### config.mk
export PLATFORM = sky130hd
export DESIGN_NAME = doze_ratio_ctrl
export DESIGN_NICKNAME = d
export VERILOG_FILES = /design/src/rtl/dzc_pkg.sv /design/src/rtl/dzc_cfg_reg.sv /design/src/rtl/dzc_strobe.sv /design/src/rtl/doze_ratio_ctrl.sv
export SDC_FILE = /design/constraint.sdc
export NUM_CORES = 1
export LEC_CHECK = 0
export BUFFER_PORTS_ARGS = -buffer_cell sky130_fd_sc_hd__buf_2
export CORE_UTILIZATION = 50
export CTS_CLUSTER_DIAMETER = 50
export DETAILED_ROUTE_END_ITERATION = 12
export GPL_TIMING_DRIVEN = 0
export PLACE_DENSITY = 0.83
export REMOVE_ABC_BUFFERS = 1
export SLEW_MARGIN = 5
export SYNTH_ARGS = -nofsm -noshare
export SYNTH_HDL_FRONTEND = slang
export SYNTH_SLANG_ARGS = --single-unit
export TNS_END_PERCENT = 100
### constraint.sdc
create_clock -name clk -period 3.4 [get_ports clk]
set_input_delay 0.68 -clock clk [delete_from_list [all_inputs] [get_ports clk]]
set_output_delay 0.68 -clock clk [all_outputs]
set_load 0.02 [all_outputs]
### src/rtl/dzc_pkg.sv
package dzc_pkg;

    localparam int REG_W  = 16;
    localparam int CODE_W = 3;
    localparam int SRC_W  = 3;
    localparam int POST_W = 2;
    localparam int PAD_W  = 5;
    localparam int DIV_W  = 1 << POST_W;

    typedef struct packed {
        logic              roi;
        logic [CODE_W-1:0] ratio;
        logic              dz_en;
        logic [SRC_W-1:0]  src;
        logic [POST_W-1:0] post;
        logic              pll_on;
    } dz_cfg_t;

    localparam dz_cfg_t CFG_RST = '{
        roi:    1'b0,
        ratio:  CODE_W'(3),
        dz_en:  1'b0,
        src:    '0,
        post:   '0,
        pll_on: 1'b0
    };

    function automatic logic [REG_W-1:0] cfg_pack(input dz_cfg_t c);
        return {c, {PAD_W{1'b0}}};
    endfunction

    function automatic dz_cfg_t cfg_unpack(input logic [REG_W-1:0] w);
        return dz_cfg_t'(w[REG_W-1:PAD_W]);
    endfunction

    function automatic logic [DIV_W-1:0] post_ratio(input logic [POST_W-1:0] s);
        return DIV_W'(1) << s;
    endfunction

    function automatic logic src_is_reserved(input logic [SRC_W-1:0] s);
        return s[SRC_W-1] & s[SRC_W-2];
    endfunction

endpackage

### src/rtl/dzc_cfg_reg.sv
module dzc_cfg_reg
    import dzc_pkg::*;
(
    input  logic             clk,
    input  logic             rst,
    input  logic             wr_en,
    input  logic [REG_W-1:0] wr_data,
    input  logic             irq_req,
    output dz_cfg_t          cfg
);

    dz_cfg_t cfg_nxt;
    logic    recover;

    always_comb begin
        recover = cfg.roi & irq_req;
        cfg_nxt = cfg;
        if (wr_en) begin
            cfg_nxt = cfg_unpack(wr_data);
        end
        // hardware recovery overrides any bus value for the enable
        if (recover) begin
            cfg_nxt.dz_en = 1'b0;
        end
    end

    always_ff @(posedge clk) begin
        if (rst) begin
            cfg <= CFG_RST;
        end else begin
            cfg <= cfg_nxt;
        end
    end

endmodule

### src/rtl/dzc_strobe.sv
module dzc_strobe #(
    parameter int CODE_W = 3
) (
    input  logic              clk,
    input  logic              rst,
    input  logic [CODE_W-1:0] eff_code,
    output logic              cpu_en
);

    localparam int CNT_W = (1 << CODE_W) - 1;

    logic [CNT_W-1:0]  cnt;
    logic [CODE_W-1:0] last_code;
    logic [CNT_W:0]    span;
    logic [CNT_W-1:0]  reload;
    logic              changed;

    always_comb begin
        span    = (CNT_W + 1)'(1) << eff_code;
        reload  = CNT_W'(span - (CNT_W + 1)'(1));
        changed = (eff_code != last_code);
        cpu_en  = (cnt == '0);
    end

    always_ff @(posedge clk) begin
        if (rst) begin
            cnt       <= '0;
            last_code <= '0;
        end else begin
            last_code <= eff_code;
            if (changed) begin
                cnt <= '0;
            end else if (cnt == '0) begin
                cnt <= reload;
            end else begin
                cnt <= cnt - CNT_W'(1);
            end
        end
    end

endmodule

### src/rtl/doze_ratio_ctrl.sv
module doze_ratio_ctrl
    import dzc_pkg::*;
(
    input  logic              clk,
    input  logic              rst,
    input  logic              wr_en,
    input  logic [REG_W-1:0]  wr_data,
    input  logic              irq_req,
    output logic [REG_W-1:0]  rd_data,
    output logic              cpu_en,
    output logic [CODE_W-1:0] eff_code,
    output logic [DIV_W-1:0]  post_div,
    output logic [SRC_W-1:0]  src_sel,
    output logic              src_reserved,
    output logic              pll_force
);

    dz_cfg_t cfg;

    dzc_cfg_reg u_reg (
        .clk     (clk),
        .rst     (rst),
        .wr_en   (wr_en),
        .wr_data (wr_data),
        .irq_req (irq_req),
        .cfg     (cfg)
    );

    always_comb begin
        rd_data      = cfg_pack(cfg);
        eff_code     = cfg.dz_en ? cfg.ratio : '0;
        post_div     = post_ratio(cfg.post);
        src_sel      = cfg.src;
        src_reserved = src_is_reserved(cfg.src);
        pll_force    = cfg.pll_on;
    end

    dzc_strobe #(.CODE_W(CODE_W)) u_strobe (
        .clk      (clk),
        .rst      (rst),
        .eff_code (eff_code),
        .cpu_en   (cpu_en)
    );

endmodule

==> flow_summary_export.csv <==
group,metric,value,unit
clocking,cts_post_setup_buffers_inserted,0,
job,cap_violations,0,
synthesis,synth_top_family_by_area,"simple AND/OR/NAND/NOR gates",
clocking,post_cts_hold_buffer_count,0,
drt,wl_per_cell,13.25,µm
clocking,clock_latency,300,ps
worst_setup_path,crit_path_max_fanout,6,
synthesis,synth_common_cells,"dfxtp_1 (21), nor2_1 (14), buf_4 (10), mux2i_1 (10)",
floorplanning,initial_core_util,0.5294,
drt,drtIter0Drc,16,
drt,ant_nets,0,
worst_setup_path,crit_type,"reg2out",
clocking,clk_transition_reported_paths,110,ps
floorplanning,rows,17,
run_status,status,"complete, no violations",
clocking,post_cts_resized,0,
clocking,cts_sinks,21,
floorplanning,fp.dieH,50.17,µm
worst_setup_path,worstPathRequired,2720,ps
drt,wl,2411,µm
floorplanning,core_area,0.002191,mm²
synthesis,synth_compound_area_frac,0.1489,
timing,rsz0062_at_grt,"no",
timing,fin_tns_setup,0,ps
layout,drive_above_1_share,0.2987,
synthesis,synth_cell_types,37,
timing,slew_violations,0,
synthesis,syn_inst,123,
power,clockPowerShare,0.122,
synthesis,synth_adder_area_share,0.01079,
grt,grt_pass1_vias,910,
worst_setup_path,path_cells,"nor3_1, and2_1, buf_2",
worst_setup_path,crit_path_start_kind,"flip-flop",
timing,skew,2.776,ps
synthesis,synth_simple_gate_area_frac,0.2157,
synthesis,post-synth-top-area-cell,"dfxtp_1",
timing,min_period_over_period,0.7123,
clocking,cts-root-buf,"clkbuf_4",
worst_setup_path,cpMaxStageDelayCell,"nor3_1",
timing,max_freq,412.9,MHz
floorplanning,io-pin-count,49,
timing,tightest_slew,708.4,ps
synthesis,muxShareOfSynthArea,0.08630,
synthesis,synth_xor_area_frac,0.05286,
synthesis,synth_area_leaders,"dfxtp_1 (36%), mux2i_1 (8.6%), buf_4 (6.5%), nor2_1 (4.5%), clkbuf_8 (3.6%)",
power,net-switching-power,0.4063,mW
layout,diodes,0,
synthesis,synth_area,0.001160,mm²
clocking,cts_tree,"built",
synthesis,ys_seq_area_frac,0.3625,
worst_setup_path,endpoint_kind,"output port",
synthesis,syn_area_per_cell,9.430,µm²
drt,vias_per_cell,5.407,
timing,setup-violations-final,0,
power,internal_power,0.5768,mW
placed_design,place.gp.congestion,0.9381,
layout,syn2layout_area_growth,12.30,%
power,p_sw_frac,0.4133,
power,powerDensity,754.7,mW/mm²
placed_design,io_buffer_count,38,
power,combPwrFrac,0.509,
worst_setup_path,arrival,1740,ps
clocking,cts_buffers,3,
timing,period_needed,2422,ps
synthesis,synthMostInstantiatedCell,"dfxtp_1",
drt,vias,984,
power,pwr-share-seq,0.370,
drt,drc,0,
clocking,htree_num_levels,1,
worst_setup_path,crit_path_max_incr_delay,590,ps
floorplanning,fp.dieArea,0.002517,mm²
power,p_leak,0.6192,nW
power,finalPower,0.9830,mW
grt,grt.total_usage,0.2190,
floorplanning,dieWidth,50.17,µm
placed_design,detailed_place_hpwl,1816,µm
synthesis,ys_ff_latch,21,
layout,final_nets,176,
layout,nFillCells,203,
worst_setup_path,rrSetupSlack,1210,ps
synthesis,yosys_warnings,0,
power,ir_worst_vdd,458.0,µV
timing,max_slew_margin,0.5278,
clocking,clock_path_buffers,2,
drt,firstDrtPassIters,4,
grt,grt-ovfl-total,0,
synthesis,synthFlopType,"dfxtp_1",
grt,grt_max_degree,14,
synthesis,yosys.area.top_type_share,0.3625,
synthesis,synthArstFlopShare,0,
grt,grt_pass1_wl,4105,µm
synthesis,synth_edf_count,0,
timing,timing.final.hold_violations,0,
grt,antenna_found_initial,0,
min_path,hp-class,"reg2reg",
## registers in the layout, summed over array words and instances, names as in the netlist
signal              count
u_reg.cfg              11
u_strobe.cnt            7
u_strobe.last_code      3
## layout make-up
class | count | area (µm²) | share of cell area
Tap cell | 28 | 35.03 | 0.02690
Sequential cell | 21 | 420.4 | 0.3228
Timing Repair Buffer | 38 | 190.2 | 0.1460
Inverter | 4 | 15.01 | 0.01153
Clock buffer | 4 | 26.28 | 0.02017
Multi-Input combinational cell | 87 | 615.6 | 0.4726
## power groups by stage
stage,Clock [mW],Combinational [mW],Sequential (mW)
floorplan,0,0.391,0.364
global placement,0,0.487,0.365
detailed placement,0,0.501,0.367
CTS,0.124,0.500,0.361
global route,0.134,0.556,0.370
finish,0.119,0.500,0.363
## placed cells by master (no fill, tap or decap), types with 2 or more instances in the layout
master and instances:
a31oi_1 3, mux2i_1 10, a311o_1 2, buf_2 38, o31ai_1 2, nor3_1 6
o211ai_1 2, and2_1 6, inv_1 4, a41oi_1 3, nand2_1 3, clkbuf_4 3
conb_1 5, nor2_1 14, xor2_1 3, a211oi_1 2, nor2b_1 6, dfxtp_1 21
xnor2_1 4
## critical path, delay by kind of cell (launching register included)
kind	cells	cell delay, ps
buf+inv	1	190
flops	1	370
simple gates	2	880
## worst paths after layout
path / to / start / cells past startpoint
worst max-delay path: cpu_en / u_strobe.cnt[6]$_SDFF_PP0_ / 3
worst min-delay path: u_reg.cfg[6]$_SDFFE_PP0P_ / u_reg.cfg[10]$_SDFFE_PP0P_ / 1
worst max register to register: u_strobe.cnt[4]$_SDFF_PP0_ / u_strobe.cnt[6]$_SDFF_PP0_ / 8
worst min register to register: u_reg.cfg[6]$_SDFFE_PP0P_ / u_reg.cfg[10]$_SDFFE_PP0P_ / 1
## stage by stage
stage | cell area [µm²] | worst slack (ps) | hold slack (ps) | cells | utilization
floorplan | 1051 | 1387 | 534.5 | 112 | -
global placement | 1276 | 1281 | 443.7 | 178 | 0.5825
detailed placement | 1276 | 1235 | 453.2 | 178 | 0.5825
CTS | 1303 | 992.8 | 486.5 | 182 | 0.5945
global route | 1303 | 941.9 | 512.8 | 182 | 0.5945
finish | 1303 | 978.1 | 486.2 | 182 | 0.5945
## kinds of logic (layout without fill, tap and decap cells)
logic type,count (synthesis),in the layout
other,1,5
flip-flops,21,21
AND/OR/NAND/NOR,43,43
buffers and inverters,19,46
adder cells (fa/ha/maj),1,1
AO/OA/AOI/OAI,21,21
multiplexers,10,10
XOR/XNOR,7,7
## metal layers
metal,up-vias,part of all wire,track usage
met2,39,0.48,0.3711
met1,458,0.46,0.2717
met5,-,0,0
met4,0,0.0071,0.1000
met3,2,0.053,0.03030
li1,485,-,-
(Power assumes the default switching activity.)
